### config.mk
export PLATFORM = sky130hd
export DESIGN_NAME = smi_status_hub
export DESIGN_NICKNAME = d
export VERILOG_FILES = /design/src/rtl/smi_hub_pkg.sv /design/src/rtl/smi_en_regs.sv /design/src/rtl/smi_stat_latch.sv /design/src/rtl/smi_rd_mux.sv /design/src/rtl/smi_status_hub.sv
export SDC_FILE = /design/constraint.sdc
export NUM_CORES = 1
export LEC_CHECK = 0
export CORE_ASPECT_RATIO = 0.7
export CORE_MARGIN = 2
export CORE_UTILIZATION = 25
export CTS_CLUSTER_DIAMETER = 80
export DETAILED_ROUTE_END_ITERATION = 10
export PLACE_DENSITY_LB_ADDON = 0.15
export REMOVE_ABC_BUFFERS = 1
export SLEW_MARGIN = 20
export SYNTH_ARGS = -nofsm -noshare
export SYNTH_HDL_FRONTEND = slang
export SYNTH_SLANG_ARGS = --single-unit
### constraint.sdc
create_clock -name clk -period 1.8 [get_ports clk]
set_input_delay 0.36 -clock clk [delete_from_list [all_inputs] [get_ports clk]]
set_output_delay 0.36 -clock clk [all_outputs]
set_load 0.1 [all_outputs]
### src/rtl/smi_hub_pkg.sv
package smi_hub_pkg;
  localparam int DATA_W = 16;
  localparam int ADDR_W = 2;
  localparam int EN_W   = 5;

  localparam logic [ADDR_W-1:0] A_MIRROR = 2'd0;
  localparam logic [ADDR_W-1:0] A_CLEAR  = 2'd1;
  localparam logic [ADDR_W-1:0] A_ENABLE = 2'd2;
  localparam logic [ADDR_W-1:0] A_TOP    = 2'd3;

  // status bit positions
  localparam int B_CMD  = 0;
  localparam int B_THR  = 1;
  localparam int B_SLP  = 2;
  localparam int B_IDL  = 4;
  localparam int B_BIOS = 5;
  localparam int TOP_SUM_BIT = 2;

  // enable bit positions
  localparam int E_BIOS_A = 0;
  localparam int E_BIOS_B = 1;
  localparam int E_IDL    = 2;
  localparam int E_SLP    = 3;
  localparam int E_THR    = 4;
  localparam logic [EN_W-1:0] EN_RST = 5'b11100;

  localparam logic [DATA_W-1:0] IMPL_MASK = DATA_W'((1 << B_CMD) | (1 << B_THR) |
                                                    (1 << B_SLP) | (1 << B_IDL) |
                                                    (1 << B_BIOS));

  typedef struct packed {
    logic bios;
    logic idle3;
    logic sleep;
    logic thr;
    logic cmd;
  } smi_evt_t;

  // Turn raw events into the set mask for the status word.
  function automatic logic [DATA_W-1:0] gate_events(smi_evt_t ev, logic [EN_W-1:0] en);
    logic [DATA_W-1:0] m;
    m         = '0;
    m[B_BIOS] = ev.bios & en[E_BIOS_A] & en[E_BIOS_B];
    m[B_IDL]  = ev.idle3 & en[E_IDL];
    m[B_SLP]  = ev.sleep & en[E_SLP];
    m[B_THR]  = ev.thr & en[E_THR];
    m[B_CMD]  = ev.cmd;
    return m;
  endfunction

  function automatic logic [DATA_W-1:0] top_word(logic [DATA_W-1:0] stat);
    logic [DATA_W-1:0] w;
    w              = '0;
    w[TOP_SUM_BIT] = |stat;
    return w;
  endfunction
endpackage

### src/rtl/smi_en_regs.sv
module smi_en_regs
  import smi_hub_pkg::*;
(
  input  logic              clk,
  input  logic              rst_n,
  input  logic              wr,
  input  logic [ADDR_W-1:0] addr,
  input  logic [DATA_W-1:0] wdata,
  output logic [EN_W-1:0]   en
);
  logic            en_wr;
  logic [EN_W-1:0] en_q;
  logic            unused_hi;

  assign en_wr     = wr && (addr == A_ENABLE);
  assign unused_hi = ^wdata[DATA_W-1:EN_W];

  always_ff @(posedge clk or negedge rst_n) begin
    if (!rst_n)     en_q <= EN_RST;
    else if (en_wr) en_q <= wdata[EN_W-1:0];
  end

  assign en = en_q;

  a_r11_en_write_elsewhere_ignored: assert property (@(posedge clk) disable iff (!rst_n)
    (wr && addr != A_ENABLE) |=> $stable(en_q));
  a_r12_en_takes_write: assert property (@(posedge clk) disable iff (!rst_n)
    (wr && addr == A_ENABLE) |=> (en_q == $past(wdata[EN_W-1:0])));
endmodule

### src/rtl/smi_stat_latch.sv
module smi_stat_latch
  import smi_hub_pkg::*;
(
  input  logic              clk,
  input  logic              rst_n,
  input  logic              clr_rd,
  input  logic [DATA_W-1:0] set_mask,
  output logic [DATA_W-1:0] status,
  output logic              any_next
);
  logic [DATA_W-1:0] st_q;
  logic [DATA_W-1:0] st_nxt;

  // a new event wins over a clear in the same cycle
  assign st_nxt   = ((clr_rd ? '0 : st_q) | set_mask) & IMPL_MASK;
  assign any_next = |st_nxt;

  always_ff @(posedge clk or negedge rst_n) begin
    if (!rst_n) st_q <= '0;
    else        st_q <= st_nxt;
  end

  assign status = st_q;

  a_r2_reserved_zero: assert property (@(posedge clk) disable iff (!rst_n)
    (status & ~IMPL_MASK) == '0);
  a_r7_clear_empties: assert property (@(posedge clk) disable iff (!rst_n)
    (clr_rd && set_mask == '0) |=> (status == '0));
  a_r8_event_survives_clear: assert property (@(posedge clk) disable iff (!rst_n)
    clr_rd |=> ((status & $past(set_mask & IMPL_MASK)) == $past(set_mask & IMPL_MASK)));
  a_r6_hold_without_clear: assert property (@(posedge clk) disable iff (!rst_n)
    (!clr_rd && set_mask == '0) |=> $stable(status));
endmodule

### src/rtl/smi_rd_mux.sv
module smi_rd_mux
  import smi_hub_pkg::*;
(
  input  logic [ADDR_W-1:0] addr,
  input  logic [DATA_W-1:0] status,
  input  logic [DATA_W-1:0] top,
  input  logic [EN_W-1:0]   en,
  output logic [DATA_W-1:0] rdata
);
  always_comb begin
    unique case (addr)
      A_MIRROR, A_CLEAR: rdata = status;
      A_ENABLE:          rdata = DATA_W'(en);
      default:           rdata = top;
    endcase
  end
endmodule

### src/rtl/smi_status_hub.sv
module smi_status_hub
  import smi_hub_pkg::*;
(
  input  logic              clk,
  input  logic              rst_n,
  input  logic              reg_rd,
  input  logic              reg_wr,
  input  logic [1:0]        reg_addr,
  input  logic [15:0]       reg_wdata,
  output logic [15:0]       reg_rdata,
  input  logic              evt_bios_raise,
  input  logic              evt_idle3_read,
  input  logic              evt_sleep_set,
  input  logic              evt_throttle_set,
  input  logic              evt_smicmd_wr,
  output logic [15:0]       top_status,
  output logic              smi_active
);
  // named internal events
  logic              clr_rd;
  logic              mirror_rd;
  smi_evt_t          ev;
  logic [EN_W-1:0]   en;
  logic [DATA_W-1:0] set_mask;
  logic [DATA_W-1:0] status;
  logic              any_next;
  logic              smi_q;

  assign clr_rd    = reg_rd && (reg_addr == A_CLEAR);
  assign mirror_rd = reg_rd && (reg_addr == A_MIRROR);
  assign ev        = '{bios: evt_bios_raise, idle3: evt_idle3_read, sleep: evt_sleep_set,
                       thr: evt_throttle_set, cmd: evt_smicmd_wr};
  assign set_mask  = gate_events(ev, en);

  smi_en_regs u_en (
    .clk   (clk),
    .rst_n (rst_n),
    .wr    (reg_wr),
    .addr  (reg_addr),
    .wdata (reg_wdata),
    .en    (en)
  );

  smi_stat_latch u_stat (
    .clk      (clk),
    .rst_n    (rst_n),
    .clr_rd   (clr_rd),
    .set_mask (set_mask),
    .status   (status),
    .any_next (any_next)
  );

  always_ff @(posedge clk or negedge rst_n) begin
    if (!rst_n) smi_q <= 1'b0;
    else        smi_q <= any_next;
  end

  assign smi_active = smi_q;
  assign top_status = top_word(status);

  smi_rd_mux u_mux (
    .addr   (reg_addr),
    .status (status),
    .top    (top_status),
    .en     (en),
    .rdata  (reg_rdata)
  );

  a_r10_smi_tracks_status: assert property (@(posedge clk) disable iff (!rst_n)
    smi_active == (status != '0));
  a_r6_mirror_keeps_smi: assert property (@(posedge clk) disable iff (!rst_n)
    (mirror_rd && smi_active) |=> smi_active);
  a_r3_bios_blocked: assert property (@(posedge clk) disable iff (!rst_n)
    (!(en[E_BIOS_A] && en[E_BIOS_B]) && !status[B_BIOS]) |=> !status[B_BIOS]);
  a_r5_cmd_always_sets: assert property (@(posedge clk) disable iff (!rst_n)
    evt_smicmd_wr |=> (status[B_CMD] && smi_active));
  a_r9_top_only_summary: assert property (@(posedge clk) disable iff (!rst_n)
    (top_status & ~(16'h1 << TOP_SUM_BIT)) == 16'h0);
endmodule

Word level (Yosys, flattened, before mapping)

Cells that the tools add are included.

Register bits: 11
Input bits: 27
Output and inout bits: 33
Word-level logic and storage cells: 19

Equality and inequality tests: 2
Multiplexer cells: 2
Bitwise operators: 6
Reduce and logical (&&, ||, !) cells: 6

Operators by type and width:

| kind               | count |
|---|---|
| $pmux 6 s2         | 1 |
| $reduce_or 5->1    | 2 |
| $mux 6             | 1 |
| $or 6x6->6         | 1 |
| $and 1x1->1        | 5 |
| $eq 2x1->1 const B | 1 |
| $eq 2x2->1 const B | 1 |
| $logic_and 1x1->1  | 2 |
| $logic_not 2->1    | 1 |
| $reduce_or 2->1    | 1 |

Logic depth before layout (Yosys ltp)

Gate-level depths: netlist of the first run.

Depth in word-level cells: 5
Depth in mapped cells: 3
Depth with buffers taken out: 3

Modules after synthesis

A second synthesis of the first run with hierarchy kept.

Cells, all modules: 97
Area total of the unflattened synthesis: 945.9 sq um

By module, submodules not included:

| module         | instances | cells each | area each (sq um) | sequential area each (sq um) |
|---|---|---|---|---|
| smi_stat_latch | 1         | 26         | 282.8             | 125.1 |
| smi_rd_mux     | 1         | 32         | 234.0             | 0.0 |
| smi_en_regs    | 1         | 11         | 224.0             | 128.9 |
| smi_status_hub | 1         | 28         | 205.2             | 25.0 |

Worst setup path before layout of the first run

No wires, ideal clock.

Path kind: input-to-output
Start point: input port reg_addr[0]
End point: output port reg_rdata[2]
Data arrival time: 2908 ps
Slack: -1468 ps
Stages on the path: 2
Path buffers: 0
Cells stage by stage: and2b_1 a221oi_1

Cells in the longest elaborated chain, start to end: 3
Elaborated cells between the ends (all ways): 5

RTL lines:

| what                                          | line                 | source |
|---|---|---|
| start: declaration                            | smi_status_hub.sv:8  | `input logic [1:0] reg_addr,` |
| $eq 2x1->1 or $logic_not 2->1 (tied branches) | smi_rd_mux.sv:11     | `unique case (addr)` |
| $reduce_or 2->1                               | smi_rd_mux.sv:11     |  |
| $pmux 6 s2 *                                  | smi_rd_mux.sv:11     |  |
| end: declaration                              | smi_status_hub.sv:10 | `output logic [15:0] reg_rdata,` |

Every way passes the cells marked *; elsewhere a longest branch is shown, timed or not.

Final worst setup path of the first run

Start point: register u_stat.st_q[4], in the netlist u_stat.status[4]
End point: output port top_status[2]

Cells in the longest elaborated chain, start to end: 1

RTL lines:

| what                     | line                 | source |
|---|---|---|
| start: declaration       | smi_stat_latch.sv:11 | `logic [DATA_W-1:0] st_q;` |
| start signal: assignment | smi_stat_latch.sv:20 | `else st_q <= st_nxt;` |
| $reduce_or 5->1          | smi_hub_pkg.sv:54    | `w[TOP_SUM_BIT] = \|stat;` |
| end: declaration         | smi_status_hub.sv:16 | `output logic [15:0] top_status,` |

Every way passes these cells.

==> qor.yml, run 1 <==
place_ws_ns: -0.2286
portBuffers: 23
top_usage_layer: "met1"
hp-class: "input port to asynchronous set/reset pin"
yosysWarnings: 0
clkLatencyLatePin_ns: 0.24
tns_ns: -0.2439
die_area_um2: 3287
setup.worst_path.class: "flop to output port"
syn_area_per_cell_um2: 9.718
crit_slowest_cell: "or4_4"
clockBufferDepth: 2
period_share: 1.075
ant_nets: 0
ys_seq_area_frac: 0.3933
crit_arrival_ns: 1.58
relSlewSlack: 0.6561
synth_top_area_frac: 0.2822
grt_usage: 0.09971
drt_iter0_markers: 8
routed_wl_um: 1490
fin_hold_ws_ns: 0.4632
critical_path.top_delay_family: "simple AND/OR/NAND/NOR gates"
crit_required_ns: 1.44
core-area_um2: 2743
antenna_found_initial: 0
die_x_um: 67.67
post-route-drc-count: 0
vias: 548
cts_tree: "built"
drt_pass1_iterations: 4
synth_seq_cells: 11
finClkSkew_ns: 0.003466
drive_gt1_frac: 0.3394
ys_types: 23
clk_pin_slew_ns: 0.05
num_io_pins: 60
reg2reg_from: "u_stat.status[4]$_DFF_PN0_"
setup.worst_path.start: "u_stat.status[4]$_DFF_PN0_"
critPathMaxFanout: 2
r2r_cells: 4
violations: "setup timing"
period_minus_slack_ns: 1.935
outcome: "complete, but fails checks"
synthesis.area_um2: 709.4
crit_buf_inv: 3
slew_violations: 0
yosysTopAreaCell: "dfrtp_1"
fmax_ghz: 0.5168
grt.met2_usage: 0.1324
worst_slack_ns: -0.1350
cts_hold_buf: 0
irDropWorstVdd_v: 0.0003262
yosys-top-cells-area: "dfrtp_1, buf_4, dfstp_2"
grt_pass1_vias: 496
dp_hpwl_um: 1196
endpoint_kind: "output port"
areaGrowthSynthToFinish_pct: 57.14
grt-ovfl-total: 0
htreeDepth: 1
cp_cell_sequence: "or4_4 > nor2_4 > buf_6 > inv_4 > buf_12"
grt_start_max_net_pins: 12
r2r-end: "smi_active$_DFF_PN0_"
power.leakage_nw: 0.5316
rsz0062_at_grt: "yes"
use_met1: 0.1330
syn_inst: 73
clock-sinks: 11
nets: 137
critPathLaunchType: "flop"
final_util: 0.4065
rows: 16
antenna_cells: 0
max-cap-violations: 0
die_y_um: 48.57
grt_pass1_wl_um: 2332
grt_use_met3: 0.04651
cp_slowest_stage_delay_ns: 0.55
cellPowerDensity_nw_per_um2: 1114
hold_violations: 0
rrSetupSlack_ns: 0.40
clockRootBuffer: "clkbuf_8"
drt-wirelength-per-cell_um: 10.28
tightest_slew_ns: 0.5143
gp_congestion: 0.7646
cts_inserted_buffers: 3
vias_per_cell: 3.779
finalSetupViolCount: 2
start_util: 0.2587
-- report_power, final --
part	internal [W]	leakage (nW)	switching, W
clock network	0.000155	0.0228	0.0000922
registers	0.000303	0.117	0.0000386
logic	0.000193	0.392	0.000460
-- metal layers --
layer  share of wire  routed length (um)
met5               0                   0
met4           0.021                  31
met3           0.095                 142
met2            0.45                 666
met1            0.44                 649
-- through the flow --
stage | instances | power [W] | instance area [um2]
after CTS | 145 | 0.001267 | 1120
final | 145 | 0.001242 | 1115
after detailed placement | 141 | 0.0009905 | 1042
after global placement | 141 | 0.0009878 | 1042
after global routing | 145 | 0.001295 | 1115
after floorplan | 72 | 0.0007853 | 611.8
-- state kept, by name, indices dropped and copies added (netlist names) --
register and cells:
smi_active 1, u_en.en 5, u_stat.status 5
-- final cells by class --
| type | instances | area, um2 |
|---|---|---|
| Tap cell | 36 | 45.04 |
| Multi-Input combinational cell | 56 | 329.1 |
| Sequential cell | 11 | 279.0 |
| Clock buffer | 4 | 45.04 |
| Fill cell | 267 | 1628 |
| Timing Repair Buffer | 33 | 395.4 |
| Inverter | 5 | 21.27 |
-- kinds of logic (layout without fill, tap and decap cells) --
logic type	count (synthesis)	in the layout	share of synthesized area
other cells	1	25	0.005286
mux	5	5	0.07936
simple gates	15	15	0.1182
compound gates	11	11	0.1129
flops	11	11	0.3933
buf+inv	30	42	0.2910
-- worst register-to-register path, delay by kind of cell, from the launching register on --
family,cells,cell delay [ns]
buffers and inverters,1,0.15
AO/OA/AOI/OAI,1,0.09
AND/OR/NAND/NOR,2,0.65
flip-flops,1,0.38
-- synthesized netlist by cell type --
cell type,instances
a21o_1,1
a21oi_1,1
a221oi_1,1
a22o_1,2
a22o_2,1
a22oi_1,1
and2_1,1
and2b_1,2
buf_4,25
conb_1,1
dfrtp_1,8
dfstp_2,3
inv_1,5
mux2_2,5
nand2_1,5
nand2_2,1
nand3_1,1
nand3b_1,1
nand4_1,1
nor2_1,2
o21ai_0,3
o21ai_2,1
or4_4,1
-- cell usage in the layout, fill, tap and decap left out, types with 2 or more instances in the layout --
cell             instances
conb_1                  25
clkdlybuf4s50_1         13
buf_4                    8
dfrtp_1                  8
buf_12                   7
nand2_1                  5
mux2_2                   5
inv_1                    4
clkbuf_8                 3
dfstp_2                  3
o21ai_0                  2
a22o_1                   2
dlygate4sd2_1            2
buf_6                    2
-- what timing repair did --
| item | CTS | global route |
|---|---|---|
| setup buffers | 2 | 0 |
| gates resized for setup | 11 | 2 |
| endpoints found under the setup margin | 6 | 3 |
| pin swaps | 3 | 2 |
-- worst max-delay path by stage --
stage / to / cells past startpoint / slack [ns]
after floorplan: reg_rdata[2] / 2 / -1.47
after CTS: top_status[2] / 5 / -0.17
after global placement: reg_rdata[2] / 5 / -0.25
after global routing: top_status[2] / 5 / -0.19
final: top_status[2] / 5 / -0.14
after detailed placement: reg_rdata[2] / 5 / -0.23
(Power assumes the default switching activity.)
==> run 2, diff against run 1 <==
Settings changed: CAP_MARGIN set to 10, SLEW_MARGIN 20 to not set.
==> results of run 2 <==
Final layout, timing and power as in run 1 (identical DEF).
==> run 3, diff against run 2 <==
Settings changed: CTS_BUF_LIST set to sky130_fd_sc_hd__clkbuf_4 sky130_fd_sc_hd__clkbuf_8.
==> qor.yml, run 3 (synthesis gave the netlist of run 1 again) <==
crit_end: "top_status[2]"  # unchanged
num_io_pins: 60  # unchanged
rows: 16  # unchanged
drt_iter0_markers: 6  # was 8
cp_slowest_stage_delay_ns: 0.55  # about the same
dp_hpwl_um: 1196  # unchanged
power_switching_w: 0.0005909  # was 0.0005905 W
final_util: 0.4078  # was 0.4065
drt_pass1_iterations: 3  # was 4
clkPwrFrac: 0.209  # was 0.199
path_depth: 5  # unchanged
antenna_found_initial: 0  # unchanged
grt-ovfl-total: 0  # unchanged
finalSetupViolCount: 2  # unchanged
irDropWorstVdd_v: 0.0003264  # was 0.0003262 V
hold_violations: 0  # unchanged
core-area_um2: 2743  # unchanged
portBuffers: 23  # unchanged
areaGrowthSynthToFinish_pct: 57.67  # was 57.14%
drive_gt1_frac: 0.3486  # was 0.3394
antenna_cells: 0  # unchanged
crit_slowest_cell: "or4_4"  # unchanged
post-route-drc-count: 0  # unchanged
crit_required_ns: 1.44  # about the same
r2r-end: "smi_active$_DFF_PN0_"  # unchanged
fmax_ghz: 0.5169  # was 0.5168 GHz
endpoint_kind: "output port"  # unchanged
htreeDepth: 1  # unchanged
cts_inserted_buffers: 3  # unchanged
crit_arrival_ns: 1.57  # was 1.58 ns
cellPowerDensity_nw_per_um2: 1125  # was 1114 nW/um2
power_frac_comb: 0.519  # was 0.526
p_int_w: 0.0006671  # was 0.0006520 W
layout_commonest_cell: "conb_1"  # unchanged
cts_tree: "built"  # unchanged
tightest_slew_ns: 0.5152  # was 0.5143 ns
worst_slack_ns: -0.1348  # was -0.1350 ns
gp_congestion: 0.7646  # unchanged
setup.worst_path.class: "flop to output port"  # unchanged
period_minus_slack_ns: 1.935  # about the same
violations: "setup timing"  # unchanged
pwr-share-seq: 0.272  # was 0.275
clock-sinks: 11  # unchanged
fin_hold_ws_ns: 0.4637  # was 0.4632 ns
die_x_um: 67.67  # unchanged
final_area_um2: 1119  # was 1115 um2
critPathLaunchType: "flop"  # unchanged
grt_start_max_net_pins: 12  # unchanged
relSlewSlack: 0.6554  # was 0.6561
clk_pin_slew_ns: 0.05  # about the same
setup.worst_path.start: "u_stat.status[4]$_DFF_PN0_"  # unchanged
ant_nets: 0  # unchanged
finalPower_w: 0.001258  # was 0.001242 W
routed_wl_um: 1488  # was 1490 um
clkLatencyLatePin_ns: 0.24  # about the same
clockRootBuffer: "clkbuf_8"  # unchanged
rsz0062_at_grt: "yes"  # unchanged
place_ws_ns: -0.2286  # unchanged
cp_cell_sequence: "or4_4 > nor2_4 > buf_6 > inv_4 > buf_12"  # unchanged
grt_pass1_vias: 504  # was 496
max-cap-violations: 0  # unchanged
r2r_cells: 4  # unchanged
sw_frac_of_total: 0.4697  # was 0.4752
finClkSkew_ns: 0.003128  # was 0.003466 ns
layout_common_cells: "conb_1, clkdlybuf4s50_1, buf_4, dfrtp_1, buf_12"  # unchanged
placed_cell_area_um2: 1042  # unchanged
critical_path.top_delay_family: "simple AND/OR/NAND/NOR gates"  # unchanged
grt_pass1_wl_um: 2359  # was 2332 um
vias_per_cell: 3.793  # was 3.779
fill_cells: 267  # unchanged
hp-class: "input port to asynchronous set/reset pin"  # unchanged
reg2reg_from: "u_stat.status[4]$_DFF_PN0_"  # unchanged
die_area_um2: 3287  # unchanged
grt_usage: 0.1007  # was 0.09971
rrSetupSlack_ns: 0.40  # about the same
vias: 550  # was 548
outcome: "complete, but fails checks"  # unchanged
period_share: 1.075  # about the same
cts_hold_buf: 0  # unchanged
power.leakage_nw: 0.5350  # was 0.5316 nW
nets: 137  # unchanged
die_y_um: 48.57  # unchanged
crit_buf_inv: 3  # unchanged
slew_violations: 0  # unchanged
clockBufferDepth: 2  # unchanged
drt-wirelength-per-cell_um: 10.26  # was 10.28 um
start_util: 0.2587  # unchanged
critPathMaxFanout: 2  # unchanged
## run 3: cell counts in the layout (fill, tap and decap cells not counted)
Identical to the previous run, type by type.
## run 3: cell type report
type / instances / area [um2] / share of cell area
well taps: 36 / 45.04 / 0.04027
clock buffers: 4 / 48.80 / 0.04362
inverters: 5 / 21.27 / 0.01902
flip-flops and latches: 11 / 279.0 / 0.2494
repair buffers: 33 / 395.4 / 0.3535
multi-input cells: 56 / 329.1 / 0.2942
## run 3: timing repair
item                                    CTS  global route
pin swaps                                 3             2
resized for setup                        11             2
gates cloned                              0             0
endpoints found under the setup margin    6             3
setup buffers                             2             0
## run 3: routing by layer
metal,GRT usage,vias up,share of wire
met4,0.05102,0,0.021
li1,-,264,-
met2,0.1356,26,0.45
met3,0.04651,5,0.095
met5,0,-,0
met1,0.1330,255,0.43
## run 3: power groups by stage
| stage | Combinational (W) | Sequential [W] | Clock [W] |
|---|---|---|---|
| floorplan | 0.000448 | 0.000338 | 0 |
| global placement | 0.000645 | 0.000343 | 0 |
| detailed placement | 0.000646 | 0.000345 | 0 |
| CTS | 0.000666 | 0.000342 | 0.000274 |
| global route | 0.000678 | 0.000350 | 0.000283 |
| finish | 0.000653 | 0.000342 | 0.000263 |
## run 3: metrics by stage
stage / cells / TNS [ns]
after global placement: 141 / -0.8396
after floorplan: 72 / -4.641
after global routing: 145 / -0.3564
final: 145 / -0.2433
after detailed placement: 141 / -0.7833
after CTS: 145 / -0.3021
## run 3: worst register-to-register path, delay by kind of cell, from the launching register on
| kind | cells | cell delay, ns |
|---|---|---|
| AND/OR/NAND/NOR | 2 | 0.65 |
| flip-flops | 1 | 0.37 |
| buffers and inverters | 1 | 0.15 |
| AO/OA/AOI/OAI | 1 | 0.09 |
## run 3: worst min path at each step
stage | cells after the start | startpoint | end
after floorplan | 0 | rst_n | smi_active$_DFF_PN0_
after global placement | 1 | u_en.en[0]$_DFFE_PN0P_ | u_en.en[0]$_DFFE_PN0P_
after detailed placement | 1 | u_stat.status[1]$_DFF_PN0_ | u_stat.status[1]$_DFF_PN0_
after CTS | 1 | rst_n | u_stat.status[2]$_DFF_PN0_
after global routing | 1 | rst_n | smi_active$_DFF_PN0_
final | 1 | rst_n | u_stat.status[2]$_DFF_PN0_
